==> src/rtl/phycr_pkg.sv <==
package phycr_pkg;

  // Host byte offsets. Software decodes these, so they are fixed.
  localparam int unsigned OFF_STAGE  = 'h3C;
  localparam int unsigned OFF_RESULT = 'h40;
  localparam int unsigned OFF_T_CAPA = 'h44;
  localparam int unsigned OFF_T_CAPD = 'h48;
  localparam int unsigned OFF_T_RD   = 'h4C;
  localparam int unsigned OFF_T_WR   = 'h50;
  localparam int unsigned OFF_STATUS = 'h54;

  localparam int unsigned NUM_OPS = 4;

  // Operation code doubles as the index into strobe/ack vectors.
  typedef enum logic [1:0] {
    OP_CAPA  = 2'd0,
    OP_CAPD  = 2'd1,
    OP_READ  = 2'd2,
    OP_WRITE = 2'd3
  } cr_op_e;

  typedef struct packed {
    logic   vld;
    cr_op_e op;
  } trig_req_t;

endpackage

==> src/rtl/phycr_rst_sync.sv <==
module phycr_rst_sync (
  input  logic clk,
  input  logic rst_n,
  output logic rst_sync_n
);

  logic [1:0] sync_q;
  logic [1:0] sync_d;

  always_comb begin
    sync_d = {sync_q[0], 1'b1};
  end

  always_ff @(posedge clk or negedge rst_n) begin
    if (!rst_n) begin
      sync_q <= 2'b00;
    end else begin
      sync_q <= sync_d;
    end
  end

  assign rst_sync_n = sync_q[1];

endmodule

==> src/rtl/phycr_wdog.sv <==
module phycr_wdog #(
  parameter int unsigned LIMIT = 1024
) (
  input  logic clk,
  input  logic rst_n,
  input  logic run,
  output logic expire
);

  localparam int unsigned CW = $clog2(LIMIT + 1);

  logic [CW-1:0] cnt_q;
  logic [CW-1:0] cnt_d;

  // Counts cycles spent running; cleared whenever idle.
  always_comb begin
    if (run) begin
      cnt_d = cnt_q + 1'b1;
    end else begin
      cnt_d = '0;
    end
  end

  always_ff @(posedge clk or negedge rst_n) begin
    if (!rst_n) begin
      cnt_q <= '0;
    end else begin
      cnt_q <= cnt_d;
    end
  end

  // Fires during the last allowed cycle of a run.
  assign expire = run && (cnt_q == CW'(LIMIT - 1));

endmodule

==> src/rtl/phycr_seq.sv <==
module phycr_seq
  import phycr_pkg::*;
#(
  parameter int unsigned WD_CYCLES = 1024
) (
  input  logic                clk,
  input  logic                rst_n,
  input  trig_req_t           trig_req,
  input  logic [NUM_OPS-1:0]  ack,
  output logic [NUM_OPS-1:0]  stb,
  output logic                busy,
  output cr_op_e              cur_op,
  output logic                rd_done,
  output logic                collide,
  output logic                tmo_evt
);

  logic   busy_q, busy_d;
  cr_op_e op_q, op_d;
  logic   op_en;
  logic   start, ack_match, expire, finish;
  logic [1:0] op_bits;

  assign op_bits = op_q;

  phycr_wdog #(.LIMIT(WD_CYCLES)) u_wdog (
    .clk    (clk),
    .rst_n  (rst_n),
    .run    (busy_q),
    .expire (expire)
  );

  always_comb begin
    start     = trig_req.vld && !busy_q;
    collide   = trig_req.vld && busy_q;
    ack_match = busy_q && ack[op_bits];
    finish    = ack_match || expire;
    tmo_evt   = expire && !ack_match;
    rd_done   = ack_match && (op_q == OP_READ);

    op_en = start;
    op_d  = trig_req.op;

    busy_d = busy_q;
    if (start) begin
      busy_d = 1'b1;
    end else if (finish) begin
      busy_d = 1'b0;
    end
  end

  always_ff @(posedge clk or negedge rst_n) begin
    if (!rst_n) begin
      busy_q <= 1'b0;
      op_q   <= OP_CAPA;
    end else begin
      busy_q <= busy_d;
      if (op_en) begin
        op_q <= op_d;
      end
    end
  end

  // One strobe line per operation, high while that operation is busy.
  for (genvar g = 0; g < NUM_OPS; g++) begin : g_stb
    localparam logic [1:0] OPC = 2'(g);
    assign stb[g] = busy_q && (op_bits == OPC);
  end

  assign busy   = busy_q;
  assign cur_op = op_q;

endmodule

==> src/rtl/phycr_regfile.sv <==
module phycr_regfile
  import phycr_pkg::*;
#(
  parameter int unsigned AW  = 8,
  parameter int unsigned DW  = 32,
  parameter int unsigned CRW = 16
) (
  input  logic            clk,
  input  logic            rst_n,
  input  logic            host_wr_en,
  input  logic [AW-1:0]   host_addr,
  input  logic [DW-1:0]   host_wdata,
  output logic [DW-1:0]   host_rdata,
  output trig_req_t       trig_req,
  output logic [CRW-1:0]  stage_lo,
  input  logic            busy,
  input  cr_op_e          cur_op,
  input  logic            rd_done,
  input  logic [CRW-1:0]  rd_value,
  input  logic            collide,
  input  logic            tmo_evt,
  output logic [CRW-1:0]  result_q,
  output logic            sts_err,
  output logic            sts_tmo
);

  logic hit_stage, hit_result, hit_capa, hit_capd, hit_rd, hit_wr, hit_sts;
  logic hit_trig;

  logic [DW-1:0]  stage_q, stage_d;
  logic           stage_en;
  logic [CRW-1:0] result_d;
  logic           result_en;
  logic           err_q, err_d, tmo_q, tmo_d;
  logic           sts_wr;

  always_comb begin
    hit_stage  = host_addr == AW'(OFF_STAGE);
    hit_result = host_addr == AW'(OFF_RESULT);
    hit_capa   = host_addr == AW'(OFF_T_CAPA);
    hit_capd   = host_addr == AW'(OFF_T_CAPD);
    hit_rd     = host_addr == AW'(OFF_T_RD);
    hit_wr     = host_addr == AW'(OFF_T_WR);
    hit_sts    = host_addr == AW'(OFF_STATUS);
    hit_trig   = hit_capa || hit_capd || hit_rd || hit_wr;
  end

  // Trigger decode: only bit 0 of the written word starts anything.
  always_comb begin
    trig_req.vld = host_wr_en && host_wdata[0] && hit_trig;
    if (hit_capd) begin
      trig_req.op = OP_CAPD;
    end else if (hit_rd) begin
      trig_req.op = OP_READ;
    end else if (hit_wr) begin
      trig_req.op = OP_WRITE;
    end else begin
      trig_req.op = OP_CAPA;
    end
  end

  // Next-state for stored registers.
  always_comb begin
    stage_en  = host_wr_en && hit_stage;
    stage_d   = host_wdata;
    result_en = rd_done;
    result_d  = rd_value;
    sts_wr    = host_wr_en && hit_sts;
    err_d     = collide || (err_q && !(sts_wr && host_wdata[0]));
    tmo_d     = tmo_evt || (tmo_q && !(sts_wr && host_wdata[1]));
  end

  always_ff @(posedge clk or negedge rst_n) begin
    if (!rst_n) begin
      stage_q  <= '0;
      result_q <= '0;
      err_q    <= 1'b0;
      tmo_q    <= 1'b0;
    end else begin
      if (stage_en) begin
        stage_q <= stage_d;
      end
      if (result_en) begin
        result_q <= result_d;
      end
      err_q <= err_d;
      tmo_q <= tmo_d;
    end
  end

  // Host readback.
  always_comb begin
    host_rdata = '0;
    if (hit_stage) begin
      host_rdata = stage_q;
    end else if (hit_result) begin
      host_rdata = {{(DW-CRW){1'b0}}, result_q};
    end else if (hit_capa) begin
      host_rdata = {{(DW-1){1'b0}}, busy && (cur_op == OP_CAPA)};
    end else if (hit_capd) begin
      host_rdata = {{(DW-1){1'b0}}, busy && (cur_op == OP_CAPD)};
    end else if (hit_rd) begin
      host_rdata = {{(DW-1){1'b0}}, busy && (cur_op == OP_READ)};
    end else if (hit_wr) begin
      host_rdata = {{(DW-1){1'b0}}, busy && (cur_op == OP_WRITE)};
    end else if (hit_sts) begin
      host_rdata = {{(DW-2){1'b0}}, tmo_q, err_q};
    end
  end

  assign stage_lo = stage_q[CRW-1:0];
  assign sts_err  = err_q;
  assign sts_tmo  = tmo_q;

endmodule

==> src/rtl/phycr_bridge.sv <==
module phycr_bridge
  import phycr_pkg::*;
#(
  parameter int unsigned HOST_AW   = 8,
  parameter int unsigned HOST_DW   = 32,
  parameter int unsigned CR_W      = 16,
  parameter int unsigned WD_CYCLES = 1024
) (
  input  logic               clk,
  input  logic               rst_n,
  input  logic               host_wr_en,
  input  logic [HOST_AW-1:0] host_addr,
  input  logic [HOST_DW-1:0] host_wdata,
  output logic [HOST_DW-1:0] host_rdata,
  output logic [CR_W-1:0]    cr_din,
  input  logic [CR_W-1:0]    cr_dout,
  output logic               cr_cap_addr_stb,
  output logic               cr_cap_data_stb,
  output logic               cr_rd_stb,
  output logic               cr_wr_stb,
  input  logic               cr_cap_addr_ack,
  input  logic               cr_cap_data_ack,
  input  logic               cr_rd_ack,
  input  logic               cr_wr_ack
);

  logic                rst_sync_n;
  trig_req_t           trig_req;
  logic [NUM_OPS-1:0]  cr_stb;
  logic [NUM_OPS-1:0]  cr_ack;
  logic                busy;
  cr_op_e              cur_op;
  logic                rd_done;
  logic                collide;
  logic                tmo_evt;
  logic [CR_W-1:0]     result_q;
  logic                sts_err;
  logic                sts_tmo;

  // Vector index follows the operation code.
  assign cr_ack = {cr_wr_ack, cr_rd_ack, cr_cap_data_ack, cr_cap_addr_ack};

  phycr_rst_sync u_rst (
    .clk        (clk),
    .rst_n      (rst_n),
    .rst_sync_n (rst_sync_n)
  );

  phycr_regfile #(.AW(HOST_AW), .DW(HOST_DW), .CRW(CR_W)) u_regs (
    .clk        (clk),
    .rst_n      (rst_sync_n),
    .host_wr_en (host_wr_en),
    .host_addr  (host_addr),
    .host_wdata (host_wdata),
    .host_rdata (host_rdata),
    .trig_req   (trig_req),
    .stage_lo   (cr_din),
    .busy       (busy),
    .cur_op     (cur_op),
    .rd_done    (rd_done),
    .rd_value   (cr_dout),
    .collide    (collide),
    .tmo_evt    (tmo_evt),
    .result_q   (result_q),
    .sts_err    (sts_err),
    .sts_tmo    (sts_tmo)
  );

  phycr_seq #(.WD_CYCLES(WD_CYCLES)) u_seq (
    .clk      (clk),
    .rst_n    (rst_sync_n),
    .trig_req (trig_req),
    .ack      (cr_ack),
    .stb      (cr_stb),
    .busy     (busy),
    .cur_op   (cur_op),
    .rd_done  (rd_done),
    .collide  (collide),
    .tmo_evt  (tmo_evt)
  );

  assign cr_cap_addr_stb = cr_stb[OP_CAPA];
  assign cr_cap_data_stb = cr_stb[OP_CAPD];
  assign cr_rd_stb       = cr_stb[OP_READ];
  assign cr_wr_stb       = cr_stb[OP_WRITE];

endmodule

==> config.mk <==
export PLATFORM = sky130hd
export DESIGN_NAME = phycr_bridge
export DESIGN_NICKNAME = d
export VERILOG_FILES = /design/src/rtl/phycr_pkg.sv /design/src/rtl/phycr_rst_sync.sv /design/src/rtl/phycr_wdog.sv /design/src/rtl/phycr_seq.sv /design/src/rtl/phycr_regfile.sv /design/src/rtl/phycr_bridge.sv
export SDC_FILE = /design/constraint.sdc
export NUM_CORES = 1
export LEC_CHECK = 0
export CAP_MARGIN = 20
export CORE_MARGIN = 8
export CORE_UTILIZATION = 45
export DETAILED_ROUTE_END_ITERATION = 10
export GPL_TIMING_DRIVEN = 0
export PLACE_DENSITY_LB_ADDON = 0.15
export RECOVER_POWER = 100
export SYNTH_ARGS = -nofsm -noshare
export SYNTH_HDL_FRONTEND = slang
export SYNTH_SLANG_ARGS = --single-unit
==> constraint.sdc <==
create_clock -name clk -period 2.82 [get_ports clk]
set_input_delay 0.423 -clock clk [delete_from_list [all_inputs] [get_ports clk]]
set_output_delay 0.423 -clock clk [all_outputs]
set_load 0.01 [all_outputs]
Word level (Yosys, flattened, before mapping) --
Cells that the tools add are included.
Word-level totals: bits in registers 66, output and inout bits 52
Cells by class: add/subtract/negate cells 1, magnitude comparators 1, equal/unequal tests 11, muxes and demuxes 15, reductions and logical operators 30
Operator list (number):
- 32-bit 2-to-1 mux | 6
- 8-bit by 7-bit == test with 1-bit output (second input constant) | 6
- 1-bit logical AND | 18
- 11-bit by 1-bit adder with 11-bit output (second input constant) | 1
- 11-bit by 10-bit == test with 1-bit output (second input constant) | 1
- 11-bit 2-to-1 mux | 1
- 8-bit by 6-bit == test with 1-bit output (second input constant) | 1
- 2-bit 2-to-1 mux | 4
- 1-bit logical OR | 6
- 2-bit == test (second input constant) | 2
- 1-bit logical NOT | 4
- 2-bit by 3-bit < comparator with 1-bit output (second input constant) | 1
- 1-bit 2-to-1 mux | 3
- 1-bit binary-select mux with 2-bit select | 1
- 2-bit by 1-bit == test with 1-bit output (second input constant) | 1
- 2-bit logical NOT | 1
- 2-bit nonzero test | 1

Depth between registers and ports, before layout --
depth in word-level cells 8, depth in mapped cells 6, gate-level depth less buffers 5

Modules after synthesis --
From an unflattened synthesis, not the netlist that was laid out.
Unflattened totals: cells, all modules 270, area total of the unflattened synthesis 3263.1 µm²
By module, submodules not included:
- phycr_regfile | instances 1, cells each 198, area each 2479.9 µm², sequential area each 1251.2 µm²
- phycr_wdog | instances 1, cells each 52, area each 531.8 µm², sequential area each 275.3 µm²
- phycr_seq | instances 1, cells each 17, area each 197.7 µm², sequential area each 75.1 µm²
- phycr_rst_sync | instances 1, cells each 3, area each 53.8 µm², sequential area each 50.0 µm²

Worst setup path before layout --
OpenSTA, ideal clock, no wires.
path type in2out, start input port host_addr[4], end output port host_rdata[10], arrival 1.655 ns, data required time 2.397 ns, setup slack 0.742 ns, cell stages on the path 4, cell sequence or4b_1 -> nor4_4 -> buf_4 -> a22o_1
On the way: word-level cells in the longest chain between the ends 6, elaborated cells between the ends (all ways) 10
RTL lines:
- from (decl) | line phycr_bridge.sv:12 | input logic [HOST_AW-1:0] host_addr,
- 8-bit by 7-bit == test with 1-bit output | line phycr_regfile.sv:42 | hit_rd = host_addr == AW'(OFF_T_RD);
- 32-bit 2-to-1 mux | line phycr_regfile.sv:102 | end else if (hit_rd) begin
- 32-bit 2-to-1 mux | line phycr_regfile.sv:100 | end else if (hit_capd) begin
- 32-bit 2-to-1 mux | line phycr_regfile.sv:98 | end else if (hit_capa) begin
- 32-bit 2-to-1 mux | line phycr_regfile.sv:96 | end else if (hit_result) begin
- 32-bit 2-to-1 mux * | line phycr_regfile.sv:94 | if (hit_stage) begin
- to (decl) | line phycr_bridge.sv:14 | output logic [HOST_DW-1:0] host_rdata,
Every way passes the cells marked *; elsewhere a longest branch is shown, timed or not.

Final worst setup path --
start input port host_addr[6], end output port host_rdata[1]
On the way: word-level cells in the longest chain between the ends 8, elaborated cells between the ends (all ways) 14
RTL lines:
- 8-bit by 7-bit == test with 1-bit output | line phycr_regfile.sv:44 | hit_sts = host_addr == AW'(OFF_STATUS);
- 2-bit 2-to-1 mux | line phycr_regfile.sv:106 | end else if (hit_sts) begin
- 32-bit 2-to-1 mux | line phycr_regfile.sv:104 | end else if (hit_wr) begin
- 32-bit 2-to-1 mux | line phycr_regfile.sv:102
- 32-bit 2-to-1 mux | line phycr_regfile.sv:100
- 32-bit 2-to-1 mux | line phycr_regfile.sv:98
- 32-bit 2-to-1 mux | line phycr_regfile.sv:96
- 32-bit 2-to-1 mux * | line phycr_regfile.sv:94
Marked as above.

==> key figures <==
Status
  • Status: finished, final reports clean

Timing
  • Fmax: around 0.37 GHz
  • Max Slew Vio Count: 0
  • Hold Vio Cnt, Final: 0
  • Worst-Margin Slew: 1.40 ns
  • Worst slew margin: approximately 6.5%
  • Hold Slack: just over 0.3 ns
  • Final worst slack: roughly 0.093 ns
  • Final Setup Violations: 0
  • RSZ-0062 raised after global routing: false
  • Fin crit period: ~2.7 ns
  • Final Skew: between 0.007 and 0.008 ns
  • Final period utilization: 96.7%

Global route
  • Largest net degree at the start of global routing: 65
  • Grt total ovfl: 0
  • Met3 usage: 5.18%
  • Tot GR Track Use: 16.9%
  • Vias in the first global route: about 2700
  • Initial antenna violation count: 0
  • First-pass GRT wire length: between 10000 and 15000 um
  • GR peak layer: met2
  • GRT met2 Usage: between 20 and 30%
  • GR Util met1: approximately 20%

Critical path
  • Kind of critical path: input pin to primary output
  • Crit path DAT: 2.30 ns
  • Worst Setup Start Kind: input pin
  • Critical path fanouts, max: 3
  • Crit path from: host_addr[6]
  • Element type at the critical path end: primary output
  • Worst r2r src: u_seq.busy
  • Required @ worst endpoint: around 2.4 ns

Placement
  • IO buf count: 112
  • Routability Congestion: 0.846
  • Placed instance count: ~470
  • Dpl ws: -0.557 ns
  • Estimated wirelength of the detail-placed design: a little under 6000 um

Final layout
  • Finished Layout Cells: around 500
  • Synth-to-Final Area Change: 45.7%
  • Utilization after layout: about two thirds
  • Most frequent cells in the layout: dfrtp_1 (65), clkdlybuf4s50_1 (57), mux2_2 (50)
  • Nets: around 460
  • Filler cells: between 500 and 600
  • Share of cells above drive strength 1: around 28%
  • Commonest non-fill, non-tap cell in the layout: dfrtp_1
  • Multi-input gate area: around 0.0014 mm2
  • Diodes inserted: 0
  • Storage cell area: around 0.0017 mm2

Pwr
  • Tot Pwr: just over 2 mW
  • Leak: 2.41 nW
  • VDD IR-drop max: roughly 0.31 mV
  • PD cells: ~440 mW/mm2

Clock tree
  • Sink Count: 66
  • Max clock buf depth: 2
  • Clock Latency Late Sink: between 0.3 and 0.4 ns
  • CTS Buf Count: 9
  • CTS H-Tree Depth: 3
  • CTS tree: built
  • CTS clock-pin slew for the worst setup and hold paths: around 0.080 ns
  • CTS root buffer: clkbuf_8

Floorplan
  • Core ar.: just over 0.007 mm2
  • Rows: 31
  • Die H: 101 um
  • Die area: about 0.010 mm2
  • Initial Utilization: between 40% and 50%
  • Die width: ~100 um
  • IO Pins: approximately 120

Detailed routing
  • Via Count: 2490
  • DRT iter0 DRCs: 84
  • WL per Instance: approximately 17 um
  • DRT Wirelength: slightly above 8000 um
  • Drc violations: 0
  • Post-route antenna net violation count: 0
  • TritonRoute pass-1 iters: 4
  • Avg Vias per Cell: roughly 5.0

Logic synthesis
  • Post-synth cell types: 43
  • Syn_nets: between 300 and 400
  • Fraction of registers with async set/reset: 100%
  • Ys Warns: 0
  • Sequential share of the synthesized area: 51.0%
  • Mapped cell area: 0.00324 mm2
  • Number of synthesized register bits: 66
  • Ys flop type: dfrtp_1
  • Post-Synthesis Cells: between 200 and 300
  • Number of flops mapped to enable cells by yosys: 0
  • Syn Area/Cell: ~12 um2

Flow run
  • Max-capacitance violation count: 0

Hold path
  • Hold crit path type: input pin to async pin
==> synth_stat cells (all sizes together) (2+ instances only) <==
master / instances / area (um2)
mux2: 51 / 574
nand2: 10 / 37.5
nand2b: 3 / 18.8
a211oi: 2 / 15.0
dfrtp: 66 / 1650
a21oi: 2 / 10.0
a22o: 15 / 131
buf: 25 / 173
a22oi: 2 / 15.0
nand3: 6 / 30.0
or2: 2 / 15.0
nand4: 3 / 18.8
and3: 4 / 25.0
clkbuf: 4 / 15.0
nor2: 6 / 22.5
xor2: 2 / 17.5
nor3: 4 / 25.0
nor4: 3 / 48.8
xnor2: 8 / 70.1
and2: 26 / 163
==> where the power goes <==
group          leakage, nW  switching [mW]  internal (mW)
logic                 1.39          0.0491          0.125
clock network        0.105           0.382          0.496
registers            0.911          0.0304          0.969
total                 2.41           0.462           1.59
==> path summary, 6_finish.rpt <==
path,cells after the start,end,slack (ns)
worst max register to register,6,u_regs.result_q[6],0.82
max in group asynchronous,0,u_seq.u_wdog.cnt_q[0],1.36
worst max-delay path,9,host_rdata[1],0.09
min in group clk,0,u_rst.sync_q[1],0.36
worst min-delay path,1,u_rst.sync_q[0],0.31
worst min register to register,0,u_rst.sync_q[1],0.36
==> through the flow <==
stage | area [um2] | TNS, ns
floorplan | 3240 | 0
global placement | 4480 | -12.13
detailed placement | 4480 | -12.79
CTS | 4800 | -0.0139
global route | 4710 | 0
finish | 4710 | 0
==> layer usage <==
layer  part of all wire, %  up-vias
li1                      -     1185
met1                    42     1222
met2                    49       74
met3                   7.4        9
met4                   1.7        0
met5                     0        -
==> kinds of logic (layout without fill, tap and decap cells) <==
group / Yosys count / count (layout) / synth area share [%]
AOI/OAI and AO/OA: 27 / 27 / 6.65
xor gates and xnor gates: 10 / 10 / 2.71
adders and majority gates: 1 / 1 / 0.387
buffers and inverters: 30 / 171 / 5.92
DFF: 66 / 66 / 51.0
muxes: 52 / 52 / 18.4
other: 1 / 1 / 0.116
and+or+nand+nor: 75 / 75 / 14.7
==> flip-flops by register name (all words and copies together) (netlist names) <==
name                cells
u_seq.cur_op            2
u_regs.stage_q         32
u_seq.u_wdog.cnt_q     11
u_regs.result_q        16
u_seq.busy              1
u_rst.sync_q            2
u_regs.sts_err          1
u_regs.sts_tmo          1
==> what timing repair did <==
item,4_1_cts,5_1_grt
hold buffers,0,0
gates resized for setup,71,9
endpoints found under the hold margin,0,0
endpoints found under the setup margin,32,16
pin swaps,4,3
buffers inserted,11,0
cloned,3,0
==> worst max-delay path: stages <==
cell             delay [ns]
clkdlybuf4s50_1        0.48
or4b_1                 0.52
nor4_4                 0.15
clkbuf_1               0.17
buf_6                  0.14
buf_4                  0.11
a22oi_1                0.08
nand2_1                0.11
clkbuf_2               0.13
==> area by class of cell <==
| class | instances | share of cell area (%) |
|---|---|---|
| flip-flops and latches | 66 | 35.1 |
| multi-input cells | 166 | 29.2 |
| repair buffers | 125 | 24.2 |
| plain buffers | 29 | 4.22 |
| clock buffers | 9 | 2.63 |
| well taps | 99 | 2.63 |
| clock inverters | 7 | 1.99 |
| inverters | 1 | 0.0796 |
Power figures use the tool's default switching activity.
